--- config.mk ---
export PLATFORM = sky130hd
export DESIGN_NAME = ctmr_top
export DESIGN_NICKNAME = d
export VERILOG_FILES = /design/src/rtl/ctmr_pkg.sv /design/src/rtl/ctmr_preload.sv /design/src/rtl/ctmr_core.sv /design/src/rtl/ctmr_flag.sv /design/src/rtl/ctmr_top.sv
export SDC_FILE = /design/constraint.sdc
export NUM_CORES = 1
export LEC_CHECK = 0
export BUFFER_PORTS_ARGS = -buffer_cell sky130_fd_sc_hd__buf_2
export CAP_MARGIN = 20
export CORE_MARGIN = 10
export CORE_UTILIZATION = 59
export CTS_CLUSTER_DIAMETER = 200
export DETAILED_ROUTE_END_ITERATION = 10
export HOLD_SLACK_MARGIN = 0.06
export PLACE_DENSITY = 0.81
export SYNTH_ARGS = -nofsm -noshare
export SYNTH_HDL_FRONTEND = slang
export SYNTH_HIERARCHICAL = 1
export SYNTH_SLANG_ARGS = --single-unit
--- constraint.sdc ---
create_clock -name clk -period 2 [get_ports clk]
set_input_delay 0.2 -clock clk [delete_from_list [all_inputs] [get_ports clk]]
set_output_delay 0.2 -clock clk [all_outputs]
set_load 0.05 [all_outputs]
--- src/rtl/ctmr_pkg.sv ---
package ctmr_pkg;

    localparam int CT_BYTE_W  = 8;
    localparam int CT_LANES   = 2;
    localparam int CT_DIV_W   = CT_BYTE_W * CT_LANES;
    localparam int CT_CNT_W   = CT_DIV_W + 1;

    typedef enum logic {
        CT_MODE_ONESHOT = 1'b0,
        CT_MODE_SQUARE  = 1'b1
    } ct_mode_e;

    typedef struct packed {
        logic [CT_BYTE_W-1:0] hi;
        logic [CT_BYTE_W-1:0] lo;
    } ct_div_t;

    typedef struct packed {
        logic                run;
        logic                level;
        logic [CT_CNT_W-1:0] cnt;
    } ct_state_t;

    // Divisor to load value; zero means a full 2**CT_DIV_W ticks.
    function automatic logic [CT_CNT_W-1:0] ct_load(ct_div_t d);
        logic [CT_DIV_W-1:0] v;
        v = {d.hi, d.lo};
        if (v == '0) return {1'b1, {CT_DIV_W{1'b0}}};
        return {1'b0, v};
    endfunction

endpackage

--- src/rtl/ctmr_preload.sv ---
module ctmr_preload
    import ctmr_pkg::*;
(
    input  logic                 clk,
    input  logic                 rst,
    input  logic                 wr_en,
    input  logic                 wr_sel,
    input  logic [CT_BYTE_W-1:0] wr_data,
    output ct_div_t              div
);

    logic [CT_LANES-1:0][CT_BYTE_W-1:0] lane_q;

    for (genvar g = 0; g < CT_LANES; g++) begin : g_lane
        always_ff @(posedge clk) begin
            if (rst)
                lane_q[g] <= '0;
            else if (wr_en && (int'(wr_sel) == g))
                lane_q[g] <= wr_data;
        end
    end

    assign div.hi = lane_q[1];
    assign div.lo = lane_q[0];

endmodule

--- src/rtl/ctmr_core.sv ---
module ctmr_core
    import ctmr_pkg::*;
(
    input  logic     clk,
    input  logic     rst,
    input  logic     tick,
    input  ct_mode_e mode,
    input  logic     start,
    input  ct_div_t  div,
    output logic     level,
    output logic     fall_evt
);

    ct_state_t cur_q, nxt;

    always_comb begin
        nxt = cur_q;
        if (start) begin
            nxt.cnt   = ct_load(div);
            nxt.run   = 1'b1;
            nxt.level = 1'b1;
        end else if (cur_q.run && tick) begin
            if (cur_q.cnt == CT_CNT_W'(1)) begin
                if (mode == CT_MODE_SQUARE) begin
                    nxt.level = ~cur_q.level;
                    nxt.cnt   = ct_load(div);
                end else begin
                    nxt.level = 1'b0;
                    nxt.run   = 1'b0;
                    nxt.cnt   = '0;
                end
            end else begin
                nxt.cnt = cur_q.cnt - CT_CNT_W'(1);
            end
        end
        fall_evt = cur_q.level & ~nxt.level;
    end

    always_ff @(posedge clk) begin
        if (rst) begin
            cur_q.run   <= 1'b0;
            cur_q.level <= 1'b1;
            cur_q.cnt   <= '0;
        end else begin
            cur_q <= nxt;
        end
    end

    assign level = cur_q.level;

    AST_START_HIGH: assert property (@(posedge clk) disable iff (rst)
        start |=> level);
    AST_ONESHOT_HOLD: assert property (@(posedge clk) disable iff (rst)
        (mode == CT_MODE_ONESHOT && !level && !start) |=> !level);
    AST_IDLE_STABLE: assert property (@(posedge clk) disable iff (rst)
        (!tick && !start) |=> $stable(level));

endmodule

--- src/rtl/ctmr_flag.sv ---
module ctmr_flag (
    input  logic clk,
    input  logic rst,
    input  logic fall_evt,
    input  logic stop,
    input  logic level,
    output logic ready
);

    always_ff @(posedge clk) begin
        if (rst)
            ready <= 1'b0;
        else if (fall_evt)
            ready <= 1'b1;
        else if (stop)
            ready <= 1'b0;
    end

    AST_READY_ON_FALL: assert property (@(posedge clk) disable iff (rst)
        $rose(ready) |-> $fell(level));
    AST_STOP_CLEARS: assert property (@(posedge clk) disable iff (rst)
        (stop && !fall_evt) |=> !ready);
    AST_STOP_LOSES: assert property (@(posedge clk) disable iff (rst)
        (stop && fall_evt) |=> ready);

endmodule

--- src/rtl/ctmr_top.sv ---
module ctmr_top
    import ctmr_pkg::*;
(
    input  logic                 clk,
    input  logic                 rst,
    input  logic                 cnt_tick,
    input  logic                 mode_square,
    input  logic                 pre_wr,
    input  logic                 pre_sel,
    input  logic [CT_BYTE_W-1:0] pre_data,
    input  logic                 cmd_start,
    input  logic                 cmd_stop,
    output logic                 ct_out,
    output logic                 ct_ready
);

    ct_div_t  div;
    ct_mode_e mode;
    logic     fall_evt;

    assign mode = mode_square ? CT_MODE_SQUARE : CT_MODE_ONESHOT;

    ctmr_preload i_preload (
        .clk     (clk),
        .rst     (rst),
        .wr_en   (pre_wr),
        .wr_sel  (pre_sel),
        .wr_data (pre_data),
        .div     (div)
    );

    ctmr_core i_core (
        .clk      (clk),
        .rst      (rst),
        .tick     (cnt_tick),
        .mode     (mode),
        .start    (cmd_start),
        .div      (div),
        .level    (ct_out),
        .fall_evt (fall_evt)
    );

    ctmr_flag i_flag (
        .clk      (clk),
        .rst      (rst),
        .fall_evt (fall_evt),
        .stop     (cmd_stop),
        .level    (ct_out),
        .ready    (ct_ready)
    );

endmodule

# Yosys cells after proc, flatten, opt, wreduce, memory -nomap -nowiden
# Cells that the tools add are included.
[totals] ram_bits=0 register_bits=36 elab_cells=39 mem_bits_ro=0 out_inout_bits=2 in_bits=16 latchBits=0 mem_count=0
[classes] n_addsub=1 n_div=0 n_reduce_logical=8 n_lt_le_gt_ge=0 shift=0 n_mux=18 n_mul=0 n_eq_ne=2 bitwise=4
[ops] operator="2-to-1 mux 17 bit" count=4
[ops] operator="2-to-1 mux 19 bit" count=2
[ops] operator="2-to-1 mux 18 bit" count=1
[ops] operator="== test 17 x 1 -> 1 bit (second input constant)" count=1
[ops] operator="subtractor 17 x 1 -> 17 bit (second input constant)" count=1
[ops] operator="logical NOT 16 bit" count=1
[ops] operator="2-to-1 mux 1 bit" count=10
[ops] operator="nonzero test 2 bit" count=3
[ops] operator="logical AND 1 bit" count=3
[ops] operator="NOT 1 bit" count=3
[ops] operator="AND reduction 3 bit" count=1
[ops] operator="2-to-1 mux 2 bit" count=1
[ops] operator="inequality test 2 bit (second input constant)" count=1
[ops] operator="AND 1 bit" count=1

# Depth between registers and ports, before layout
# Gate-level depths: netlist of the first run.
[depth] word_depth=14 depth_mapped=10 depth_no_buf=8

# Cells and area by module
# Netlist of the first run, hierarchy kept.
[by_module_without_submodules] mod="ctmr_core" cells_per_inst=170 area_each_um2=1303.8 seq_area_each_um2=380.4 n_inst=1
[by_module_without_submodules] mod="ctmr_preload" cells_per_inst=64 area_each_um2=674.4 seq_area_each_um2=320.3 n_inst=1
[by_module_without_submodules] mod="ctmr_flag" cells_per_inst=4 area_each_um2=38.8 seq_area_each_um2=20.0 n_inst=1

# Worst setup path before layout of the first run
# Ideal clock, no wire load.
[synth_timing] path_kind="register to register" startpoint="register i_core/cur_q[2] in the netlist's numbering" endpoint="register i_flag.ready" required_ps=1934 setup_time_ps=66 path_buffers=2 t_arrival_ps=1779 setup_slack_ps=155 path_stages_with_launch=9 period_less_slack_ps=1845 path_cell_list="dfxtp_1 -> nor4_4 -> and4_1 -> buf_4 -> buf_4 -> nand2_1 -> nor3b_1 -> inv_1 -> a21oi_2"
[synth_via] elab_chain_len=7 elab_cells_between_ends=8 cone_classes="eq/ne: 1; mux: 4; bitwise: 2; reduce/logical: 1"
[synth_rtl] item="start: declaration" line="ctmr_core.sv:14" rtl="ct_state_t cur_q, nxt;"
[synth_rtl] item="start signal: assignment" line="ctmr_core.sv:45" rtl="cur_q <= nxt;"
[synth_rtl] item="== test 17 x 1 -> 1 bit *" line="ctmr_core.sv:23" rtl="if (cur_q.cnt == CT_CNT_W'(1)) begin"
[synth_rtl] item="2-to-1 mux 2 bit *" line="ctmr_core.sv:23"
[synth_rtl] item="2-to-1 mux 19 bit *" line="ctmr_core.sv:22" rtl="end else if (cur_q.run && tick) begin"
[synth_rtl] item="2-to-1 mux 19 bit *" line="ctmr_core.sv:18" rtl="if (start) begin"
[synth_rtl] item="NOT 1 bit *" line="ctmr_core.sv:36" rtl="fall_evt = cur_q.level & ~nxt.level;"
[synth_rtl] item="AND 1 bit *" line="ctmr_core.sv:36"
[synth_rtl] item="named net fall_evt" line="ctmr_top.sv:19" rtl="logic fall_evt;"
[synth_rtl] item="2-to-1 mux 1 bit or nonzero test 2 bit (tied branches)"
[synth_rtl] item="end signal: assignment" line="ctmr_flag.sv:12" rtl="ready <= 1'b0;"
[synth_rtl] item="end signal: assignment" line="ctmr_flag.sv:14" rtl="ready <= 1'b1;"
[synth_rtl] item="end signal: assignment" line="ctmr_flag.sv:16" rtl="ready <= 1'b0;"
[synth_rtl] item="end: declaration" line="ctmr_flag.sv:7" rtl="output logic ready"
# The timed path passes the listed nets; every way through them passes the cells marked *. The select of a mux whose other input is x is not followed.
# A chain may end at the register's enable or synchronous reset.

# Worst setup path after layout of the first run
[layout_timing] startpoint="register i_core/cur_q[15] in the netlist's numbering" endpoint="register i_core/cur_q[16] in the netlist's numbering"
[layout_via] elab_chain_len=4 elab_cells_between_ends=5 cone_classes="add/sub: 1; eq/ne: 1; mux: 3"
[layout_rtl] item="subtractor 17 x 1 -> 17 bit or == test 17 x 1 -> 1 bit (tied branches)" line="ctmr_core.sv:33, ctmr_core.sv:23"
[layout_rtl] item="2-to-1 mux 17 bit *" line="ctmr_core.sv:23"
[layout_rtl] item="2-to-1 mux 19 bit *" line="ctmr_core.sv:22"
[layout_rtl] item="2-to-1 mux 19 bit *" line="ctmr_core.sv:18"
# Every way passes the cells marked *; elsewhere a longest branch is shown, timed or not. The select of a mux whose other input is x is not followed.

==> impl_metrics.json, run 1 <==
{
  "cts_root_buf": "clkbuf_4",
  "clk_latency_ns": 0.34,
  "drt_first_pass_iters": 5,
  "synth.area.top_cells": "dfxtp_1 36%, mux2i_1 8.4%, nand2b_1 8.1%",
  "pwr-share-seq": 0.474,
  "gp_congestion": 0.915,
  "grt_pass1_wl_um": 8490,
  "worstHoldStart": "cmd_stop",
  "initial_core_util": 0.609,
  "ys_ff_latch": 36,
  "whs_ns": 0.120,
  "r2r_slack_ns": 0.06,
  "antenna_found_initial": 0,
  "crit_type": "flop to flop",
  "ys_async_sr_fraction": 0,
  "internal-power_uw": 1190,
  "first_global_vias": 1814,
  "area_growth_pct": 14.8,
  "numClockSinks": 36,
  "worst_slew_pin_slew_ns": 0.609,
  "netSwitchingFraction": 0.293,
  "drive_gt1_frac": 0.203,
  "dp.cells": 303,
  "drt-total-wl_um": 5200,
  "status": "finished, final reports clean",
  "fillCellCount": 300,
  "leakagePower_uw": 0.000889,
  "finalSetupViolCount": 0,
  "ios": 18,
  "worst_setup_path_start_kind": "flop",
  "ir_drop_mv": 0.504,
  "clk_transition_reported_paths_ns": 0.12,
  "synth_area_um2": 2020,
  "rsz0062_at_grt": "no",
  "cts_inserted_buffers": 5,
  "cpLargestDelayFamily": "simple AND/OR/NAND/NOR gates",
  "r2r-start": "i_core/cur_q[15]",
  "dr.first_iter.drc_count": 222,
  "path_cells": "nor4_1, buf_4, nand2_1, or4_1, a21o_1, a21oi_2",
  "finalHoldViolations": 0,
  "p_comb_frac": 0.220,
  "yosysWarnings": 6,
  "maxCapViolCount": 0,
  "max_stage_delay_ns": 0.49,
  "num_vias": 1859,
  "drc": 0,
  "post-dp-hpwl_um": 3830,
  "reg2reg_to": "i_core/cur_q[16]",
  "synth_cells": 238,
  "r2r.worst_path.cells": 6,
  "synth_edf_count": 0,
  "rows": 21,
  "grt_start_max_net_pins": 44,
  "min_to": "i_flag/ready",
  "clock_path_buffers": 2,
  "cp_num_buf_inv": 1,
  "die_w_um": 78.5,
  "syn_avg_cell_area_um2": 8.47,
  "port_buffers": 17,
  "instances_no_fill": 312,
  "hold_path_depth": 3,
  "hold_path.class": "input port to flop",
  "period_share": 0.970,
  "avgViaCountPerCell": 5.96,
  "fmax_mhz": 515,
  "grt_use_total": 0.169,
  "period_needed_ns": 1.94,
  "htreeDepth": 2,
  "powerDensity_nw_per_um2": 726,
  "wl_per_cell_um": 16.7,
  "clkPwrFrac": 0.307,
  "relSlewSlack": 0.593,
  "yosysTopAreaCell": "dfxtp_1",
  "critPathSlowestCell": "or4_1",
  "grt_overflow_total": 0,
  "ant_nets": 0,
  "critical_path_arrival_ns": 2.23,
  "nets": 283,
  "worstPathRequired_ns": 2.29,
  "crit_fanout": 4,
  "p_switching_uw": 493,
  "core_area_um2": 3310,
  "synthFlopType": "dfxtp_1",
  "skew_ns": 0.00904,
  "cp-end-kind": "flop",
  "drv_slew": 0,
  "ys_seq_area_frac": 0.357,
  "cts_tree": "built",
  "ys_types": 48,
  "n_antenna_cell": 0,
  "die_h_um": 78.5,
  "design.die.area_um2": 6160,
  "netlist.area_leader.share": 0.357,
  "synth_nets": 256
}
==> repair_timing <==
action | in CTS | in global routing
endpoints found under the setup margin | 6 | 10
gates resized for setup | 2 | 5
buffers inserted | 0 | 1
pin swaps | 0 | 2
hold buffers | 0 | 0
==> layout make-up <==
cell class                 instances  area (um2)  share of cell area
multi-input combinational        185        1230               0.533
sequential                        36         721               0.311
timing repair buffer              33         209              0.0902
tap                               46        57.6              0.0249
clock inverter                     3        42.5              0.0184
clock buffer                       5        37.5              0.0162
inverter                           4        15.0             0.00648
==> routing by layer <==
| metal | vias up | part of all wire | global-route usage |
|---|---|---|---|
| li1 | 930 | - | - |
| met1 | 847 | 0.42 | 0.198 |
| met2 | 74 | 0.49 | 0.285 |
| met3 | 8 | 0.079 | 0.0524 |
| met4 | 0 | 0.012 | 0.0609 |
| met5 | - | 0 | 0 |
==> power groups by stage <==
| stage | combinational [uW] | sequential (uW) | clock [uW] |
|---|---|---|---|
| 6_report | 369 | 796 | 515 |
| 3_3_place_gp | 344 | 809 | 0 |
| 3_5_place_dp | 353 | 811 | 0 |
| 5_1_grt | 403 | 803 | 552 |
| 4_1_cts | 354 | 794 | 529 |
| 2_1_floorplan | 247 | 802 | 0 |
==> sequential cells by signal (all words and copies together) (netlist names) <==
signal	cells
i_preload/div	16
i_core/cur_q	18
i_flag/ready	1
i_core/level	1
==> placed cells by master, fill, tap and decap left out, types with 6 or more instances in the layout <==
cell,n
nor3_1,7
o21ai_0,7
a21oi_1,16
buf_4,15
nor2_1,13
buf_2,17
nand2_1,22
nand2b_1,26
nor4_1,6
mux2i_1,17
dfxtp_1,36
==> logic make-up (layout without fill, tap and decap cells) <==
logic type / count (synthesis) / in the layout / synth area share
AND/OR/NAND/NOR: 111 / 111 / 0.319
AO/OA/AOI/OAI: 53 / 53 / 0.178
flip-flops: 36 / 36 / 0.357
multiplexers: 17 / 17 / 0.0844
buffers and inverters: 17 / 45 / 0.0403
adder cells (fa/ha/maj): 2 / 2 / 0.0124
XOR/XNOR: 2 / 2 / 0.00869
==> metrics by stage <==
stage	setup TNS [ns]	util	worst slack [ns]	power, uW	area, um2
floorplan	0	-	0.155	1050	2020
global placement	0	0.666	0.0805	1150	2210
detailed placement	-0.116	0.666	-0.0544	1160	2210
CTS	0	0.691	0.0264	1680	2290
global route	0	0.700	0.00500	1760	2320
finish	0	0.700	0.0598	1680	2320
==> cells in the mapped netlist, types with 3 or more instances <==
cell type,instances
dfxtp_1,36
nand2b_1,26
nand2_1,22
mux2i_1,17
a21oi_1,16
nor2_1,13
nor3_1,7
nor4_1,7
o21ai_0,7
a21o_1,6
clkbuf_1,6
nand3_1,5
nand3b_1,5
or3_1,5
buf_4,4
inv_1,4
a221oi_1,3
a22oi_1,3
and4_1,3
nand4_1,3
or4_1,3
==> worst min-delay path, cell delays in order <==
cell	delay, ns
buf_2	0.07
nand2b_1	0.10
a21oi_2	0.05
==> worst max-delay path by stage <==
stage	cells after the start	to	startpoint	slack [ns]
5_1_grt	6	i_core/cur_q[16]	i_core/cur_q[15]	0.005
3_5_place_dp	7	i_core/cur_q[12]	i_core/cur_q[1]	-0.05
3_3_place_gp	5	i_core/cur_q[13]	i_core/cur_q[15]	0.08
2_1_floorplan	8	i_flag/ready	i_core/cur_q[2]	0.15
4_1_cts	7	i_core/cur_q[12]	i_core/cur_q[1]	0.03
6_report	6	i_core/cur_q[16]	i_core/cur_q[15]	0.06
Power figures use the tool's default switching activity.
==> inputs of run 2 (changes only) <==
--- a/config.mk
+++ b/config.mk
@@ -5,14 +5,15 @@
 export SDC_FILE = /design/constraint.sdc
 export NUM_CORES = 1
 export LEC_CHECK = 0
+export ABC_AREA = 1
 export BUFFER_PORTS_ARGS = -buffer_cell sky130_fd_sc_hd__buf_2
 export CAP_MARGIN = 20
 export CORE_MARGIN = 10
-export CORE_UTILIZATION = 59
+export CORE_UTILIZATION = 60
 export CTS_CLUSTER_DIAMETER = 200
 export DETAILED_ROUTE_END_ITERATION = 10
 export HOLD_SLACK_MARGIN = 0.06
-export PLACE_DENSITY = 0.81
+export PLACE_DENSITY = 0.82
 export SYNTH_ARGS = -nofsm -noshare
 export SYNTH_HDL_FRONTEND = slang
 export SYNTH_HIERARCHICAL = 1
==> run 2 against run 1 <==
  * Worst hold slack better by 0.034 ns
  * Non-clock buffer count down 10
  * Wire length up 24%
  * Register-to-register slack better by 0.23 ns
  * Fmax up 14%
==> impl_metrics.json, run 2 <==
{
  "rsz0062_at_grt": "no",
  "first_global_vias": 2371,
  "yosysTopAreaCell": "dfxtp_1",
  "cts_resized": 0,
  "place_ws_ns": 0.347,
  "internal-power_uw": 1560,
  "wl_per_cell_um": 14.2,
  "drt-met1-wl_um": 2770,
  "area_growth_pct": 11.1,
  "drt-total-wl_um": 6440,
  "power_uw": 2230,
  "crit_type": "flop to flop",
  "die_w_um": 82.8,
  "crit_start": "i_core/cur_q[0]",
  "port_buffers": 17,
  "instances_no_fill": 453,
  "ys_seq_area_frac": 0.304,
  "ys_types": 31,
  "drc": 0,
  "avgViaCountPerCell": 5.56,
  "yosysMostFrequentCell": "nand2_1",
  "period_needed_ns": 1.71,
  "ios": 18,
  "netSwitchingFraction": 0.299,
  "clk_latency_ns": 0.31,
  "n_antenna_cell": 0,
  "period_share": 0.854,
  "critical_path_arrival_ns": 1.91,
  "synth.area.top_cells": "dfxtp_1 30%, nand2_1 16%, nand3_1 11%",
  "seq_area_um2": 721,
  "wl_met2_um": 3060,
  "largest_reg_flops": 18,
  "grt_start_max_net_pins": 19,
  "htreeDepth": 2,
  "r2r.worst_path.cells": 8,
  "status": "finished, final reports clean",
  "skew_ns": 0.0106,
  "finalSetupViolCount": 0,
  "yosysWarnings": 6,
  "synth_area_um2": 2370,
  "dp.cells": 445,
  "mostFrequentLayoutCell": "nand2_1",
  "worst_slew_pin_slew_ns": 0.371,
  "netlist.area_leader.share": 0.304,
  "cts_tree": "built",
  "ys_ff_latch": 36,
  "finalHoldViolations": 0,
  "multi_input_area_um2": 1340,
  "worst_setup_path_start_kind": "flop",
  "clkPwrFrac": 0.410,
  "post-dp-hpwl_um": 4720,
  "layout_common_cells": "98 x nand2_1, 56 x nor2_1, 55 x inv_1",
  "drt_first_pass_iters": 7,
  "relSlewSlack": 0.752,
  "drive_gt1_frac": 0.136,
  "routed.top_layer": "met4",
  "postCtsSetupRepairBufs": 0,
  "synth_cells": 386,
  "design.die.area_um2": 6860,
  "pwr-share-seq": 0.357,
  "dr.first_iter.drc_count": 261,
  "grt_overflow_total": 0,
  "cts_inserted_buffers": 5,
  "cts_hold_buf": 0,
  "hold_path.class": "input port to flop",
  "setup_tns_ns": 0,
  "fin_area_um2": 2630,
  "nets": 422,
  "leakagePower_uw": 0.00122,
  "ant_nets": 0,
  "crit_fanout": 15,
  "r2r_slack_ns": 0.29,
  "wl_met3_um": 462,
  "fin_ws_ns": 0.293,
  "die_h_um": 82.8,
  "synthFlopType": "dfxtp_1",
  "synth_edf_count": 0,
  "fmax_mhz": 586,
  "ys_async_sr_fraction": 0,
  "initial_core_util": 0.633,
  "clk_transition_reported_paths_ns": 0.08,
  "synthTopCellsByCount": "98 x nand2_1, 56 x nor2_1, 55 x inv_1, 50 x nand3_1, 36 x dfxtp_1",
  "postPlaceCellArea_um2": 2470,
  "fillCellCount": 347,
  "core_area_um2": 3740,
  "syn_avg_cell_area_um2": 6.14,
  "grt_use_total": 0.180,
  "cp-end-kind": "flop",
  "worstPathRequired_ns": 2.20,
  "cts_root_buf": "clkbuf_8",
  "reg2reg_to": "i_core/cur_q[6]",
  "regMostFlops": "i_core/cur_q",
  "p_comb_frac": 0.232,
  "synth_nets": 404,
  "r2r-start": "i_core/cur_q[0]",
  "numClockSinks": 36,
  "antenna_found_initial": 0,
  "ir_drop_mv": 0.530,
  "powerDensity_nw_per_um2": 847,
  "grt_pass1_wl_um": 10700,
  "cp-endpoint": "i_core/cur_q[6]",
  "p_switching_uw": 668,
  "maxCapViolCount": 0,
  "num_vias": 2520,
  "gp_congestion": 0.953,
  "clock_path_buffers": 2,
  "rows": 22,
  "drv_slew": 0
}
## run 2: through the flow
stage | utilization | hold slack, ns
after CTS | 0.704 | 0.154
final | 0.704 | 0.154
after global routing | 0.704 | 0.157
after detailed placement | 0.661 | 0.462
after global placement | 0.661 | 0.454
after floorplan | - | 0.262
## run 2: worst min-delay path by stage
stage | from | endpoint | depth (start not counted)
3_5_place_dp | i_flag/ready | i_flag/ready | 2
2_1_floorplan | rst | i_flag/ready | 1
4_1_cts | cmd_stop | i_flag/ready | 4
6_report | cmd_stop | i_flag/ready | 4
3_3_place_gp | i_flag/ready | i_flag/ready | 2
5_1_grt | cmd_stop | i_flag/ready | 4
## run 2: area by class of cell
| class | instances | share of cell area |
|---|---|---|
| Clock buffer | 5 | 0.0261 |
| Clock inverter | 3 | 0.0342 |
| Multi-Input combinational cell | 279 | 0.509 |
| Inverter | 59 | 0.0850 |
| Tap cell | 48 | 0.0228 |
| Timing Repair Buffer | 23 | 0.0494 |
| Sequential cell | 36 | 0.274 |
## run 2: critical path, stage by stage, from the launching register on
cell     delay, ns
dfxtp_1       0.41
ha_1          0.20
nand2_1       0.07
nor2_2        0.18
nand3_4       0.23
inv_2         0.25
nand2_1       0.10
nand3_1       0.10
a21oi_1       0.07
## run 2: cells by family after synthesis
logic type	share of synthesized area
xor gates and xnor gates	0.00739
and+or+nand+nor	0.433
AOI/OAI and AO/OA	0.115
buffers and inverters	0.130
adders and majority gates	0.0106
DFF	0.304
## run 2: routing by layer
| layer | up-vias | track usage |
|---|---|---|
| met4 | 0 | 0.0631 |
| met3 | 20 | 0.0557 |
| met5 | - | 0 |
| met1 | 1150 | 0.215 |
| met2 | 96 | 0.294 |
| li1 | 1254 | - |
## run 2: power groups by stage
stage          sequential [uW]  combinational, uW  clock, uW
2_1_floorplan              800                403          0
3_3_place_gp               810                496          0
3_5_place_dp               812                506          0
4_1_cts                    795                512        911
5_1_grt                    801                588        950
6_report                   797                518        915
==> inputs of run 3 (changes only) <==
--- a/config.mk
+++ b/config.mk
@@ -8,12 +8,14 @@
 export ABC_AREA = 1
 export BUFFER_PORTS_ARGS = -buffer_cell sky130_fd_sc_hd__buf_2
 export CAP_MARGIN = 20
+export CELL_PAD_IN_SITES_DETAIL_PLACEMENT = 0
+export CELL_PAD_IN_SITES_GLOBAL_PLACEMENT = 1
 export CORE_MARGIN = 10
-export CORE_UTILIZATION = 60
+export CORE_UTILIZATION = 42
 export CTS_CLUSTER_DIAMETER = 200
 export DETAILED_ROUTE_END_ITERATION = 10
 export HOLD_SLACK_MARGIN = 0.06
-export PLACE_DENSITY = 0.82
+export PLACE_DENSITY = 0.81
 export SYNTH_ARGS = -nofsm -noshare
 export SYNTH_HDL_FRONTEND = slang
 export SYNTH_HIERARCHICAL = 1
==> run 3 against run 2 <==
  * Clock skew is 0.00060 ns lower
  * Die area is 32% higher
  * Final cell count is 5.3% higher
  * Largest cell class unchanged
  * Largest power group is now sequential cells
  * Highest routed layer unchanged
==> impl_metrics.json, run 3 (synthesis results as in run 2) <==
{
  "r2r.worst_path.cells": 9,
  "worst_setup_path_start_kind": "flop",
  "post-dp-hpwl_um": 4990,
  "clk_latency_ns": 0.29,
  "cts_inserted_buffers": 5,
  "rsz0062_at_grt": "no",
  "cts_tree": "built",
  "postCtsSetupRepairBufs": 0,
  "grt_pass1_wl_um": 10500,
  "clk_transition_reported_paths_ns": 0.08,
  "numClockSinks": 36,
  "skew_ns": 0.0100,
  "ios": 18,
  "grt_use_total": 0.147,
  "n_antenna_cell": 0,
  "clock_path_buffers": 2,
  "drc": 0,
  "mostFrequentLayoutCell": "nand2_1",
  "die_w_um": 95.1,
  "antenna_found_initial": 0,
  "hold_path.class": "input port to flop",
  "worstHoldStart": "cmd_stop",
  "period_share": 0.848,
  "drt-total-wl_um": 6380,
  "hold_path_depth": 4,
  "cts_root_buf": "clkbuf_8",
  "drive_gt1_frac": 0.136,
  "maxCapViolCount": 0,
  "layout_common_cells": "98 x nand2_1, 56 x nor2_1, 55 x inv_1",
  "critPathSlowestCell": "dfxtp_1",
  "powerDensity_nw_per_um2": 718,
  "cp-end-kind": "flop",
  "cts_hold_buf": 0,
  "critical_path_arrival_ns": 1.88,
  "ant_nets": 0,
  "cp_common_cell": "nand2_1",
  "status": "finished, final reports clean",
  "cpLargestDelayFamily": "simple AND/OR/NAND/NOR gates",
  "leakagePower_uw": 0.00119,
  "regMostFlops": "i_core/cur_q",
  "r2r_slack_ns": 0.30,
  "ir_drop_mv": 0.312,
  "rows": 27,
  "min_to": "i_flag/ready",
  "path_cells": "inv_1, ha_1, nand2_1, nor2_2, nand3_4, inv_2, nand2_1, nand3_1, a21oi_1",
  "multi_input_area_um2": 1340,
  "finalHoldViolations": 0,
  "drt_first_pass_iters": 5,
  "grt_overflow_total": 0,
  "core_area_um2": 5510,
  "cp_num_buf_inv": 2,
  "dr.first_iter.drc_count": 253,
  "max_stage_delay_ns": 0.31,
  "drv_slew": 0,
  "power_uw": 1860,
  "setup_tns_ns": 0,
  "largest_reg_flops": 18,
  "cp.depth": 9,
  "area_growth_pct": 9.61,
  "design.die.area_um2": 9050,
  "finalSetupViolCount": 0,
  "crit_type": "flop to flop",
  "period_needed_ns": 1.70,
  "worstPathRequired_ns": 2.18,
  "first_global_vias": 2202,
  "reg2reg_to": "i_core/cur_q[12]",
  "initial_core_util": 0.430,
  "grt_start_max_net_pins": 19,
  "wl_per_cell_um": 13.4,
  "nets": 422,
  "r2r-start": "i_core/cur_q[1]",
  "htreeDepth": 2,
  "num_vias": 2395,
  "relSlewSlack": 0.733,
  "fillCellCount": 577,
  "port_buffers": 17,
  "gp_congestion": 0.867,
  "die_h_um": 95.1,
  "seq_area_um2": 721,
  "cts_resized": 0,
  "avgViaCountPerCell": 5.02,
  "worst_slew_pin_slew_ns": 0.399,
  "fmax_mhz": 590,
  "crit_fanout": 15
}
==> run 3: changes by cell type in the layout (fill, tap and decap cells not counted), sizes merged <==
cell / change
bufinv: -3
clkinv: +2
clkbuf: +1
==> run 3: report_power, final <==
part | switching [uW] | internal, uW
logic | 341 | 184
clock network | 270 | 275
registers | 37.6 | 756
==> run 3: through the flow <==
step | cell area (um2) | utilization | hold WS [ns] | setup slack, ns | cells
after floorplan | 2370 | - | 0.262 | 0.634 | 386
after global placement | 2500 | 0.455 | 0.460 | 0.315 | 469
after detailed placement | 2500 | 0.455 | 0.458 | 0.340 | 469
after CTS | 2600 | 0.472 | 0.150 | 0.315 | 477
after global routing | 2600 | 0.472 | 0.152 | 0.186 | 477
final | 2600 | 0.472 | 0.157 | 0.304 | 477
==> run 3: worst min-delay path, cell delays in order <==
cell,delay (ns)
buf_2,0.07
inv_1,0.03
nand2_1,0.06
a21oi_2,0.04
==> run 3: area by class of cell <==
cell class,count,share of cell area
Timing Repair Buffer,23,0.0501
Clock buffer,6,0.0318
Clock inverter,2,0.00385
Multi-Input combinational cell,279,0.516
Tap cell,72,0.0347
Inverter,59,0.0862
Sequential cell,36,0.277
==> run 3: how the worst max path moves through the flow <==
stage,from,to,slack [ns]
final,i_core/cur_q[1],i_core/cur_q[12],0.30
after global routing,i_core/cur_q[1],i_core/cur_q[8],0.19
after CTS,i_core/cur_q[1],i_core/cur_q[6],0.32
after detailed placement,i_core/cur_q[1],i_core/cur_q[6],0.34
after global placement,i_core/cur_q[1],i_core/cur_q[6],0.32
after floorplan,i_core/cur_q[1],i_flag/ready,0.63
==> run 3: per-layer routing <==
metal / track usage / part of all wire / wire length [um]
met1: 0.191 / 0.48 / 3050
met2: 0.234 / 0.45 / 2870
met3: 0.0220 / 0.050 / 320
met4: 0.0673 / 0.022 / 142
met5: 0 / 0 / 0
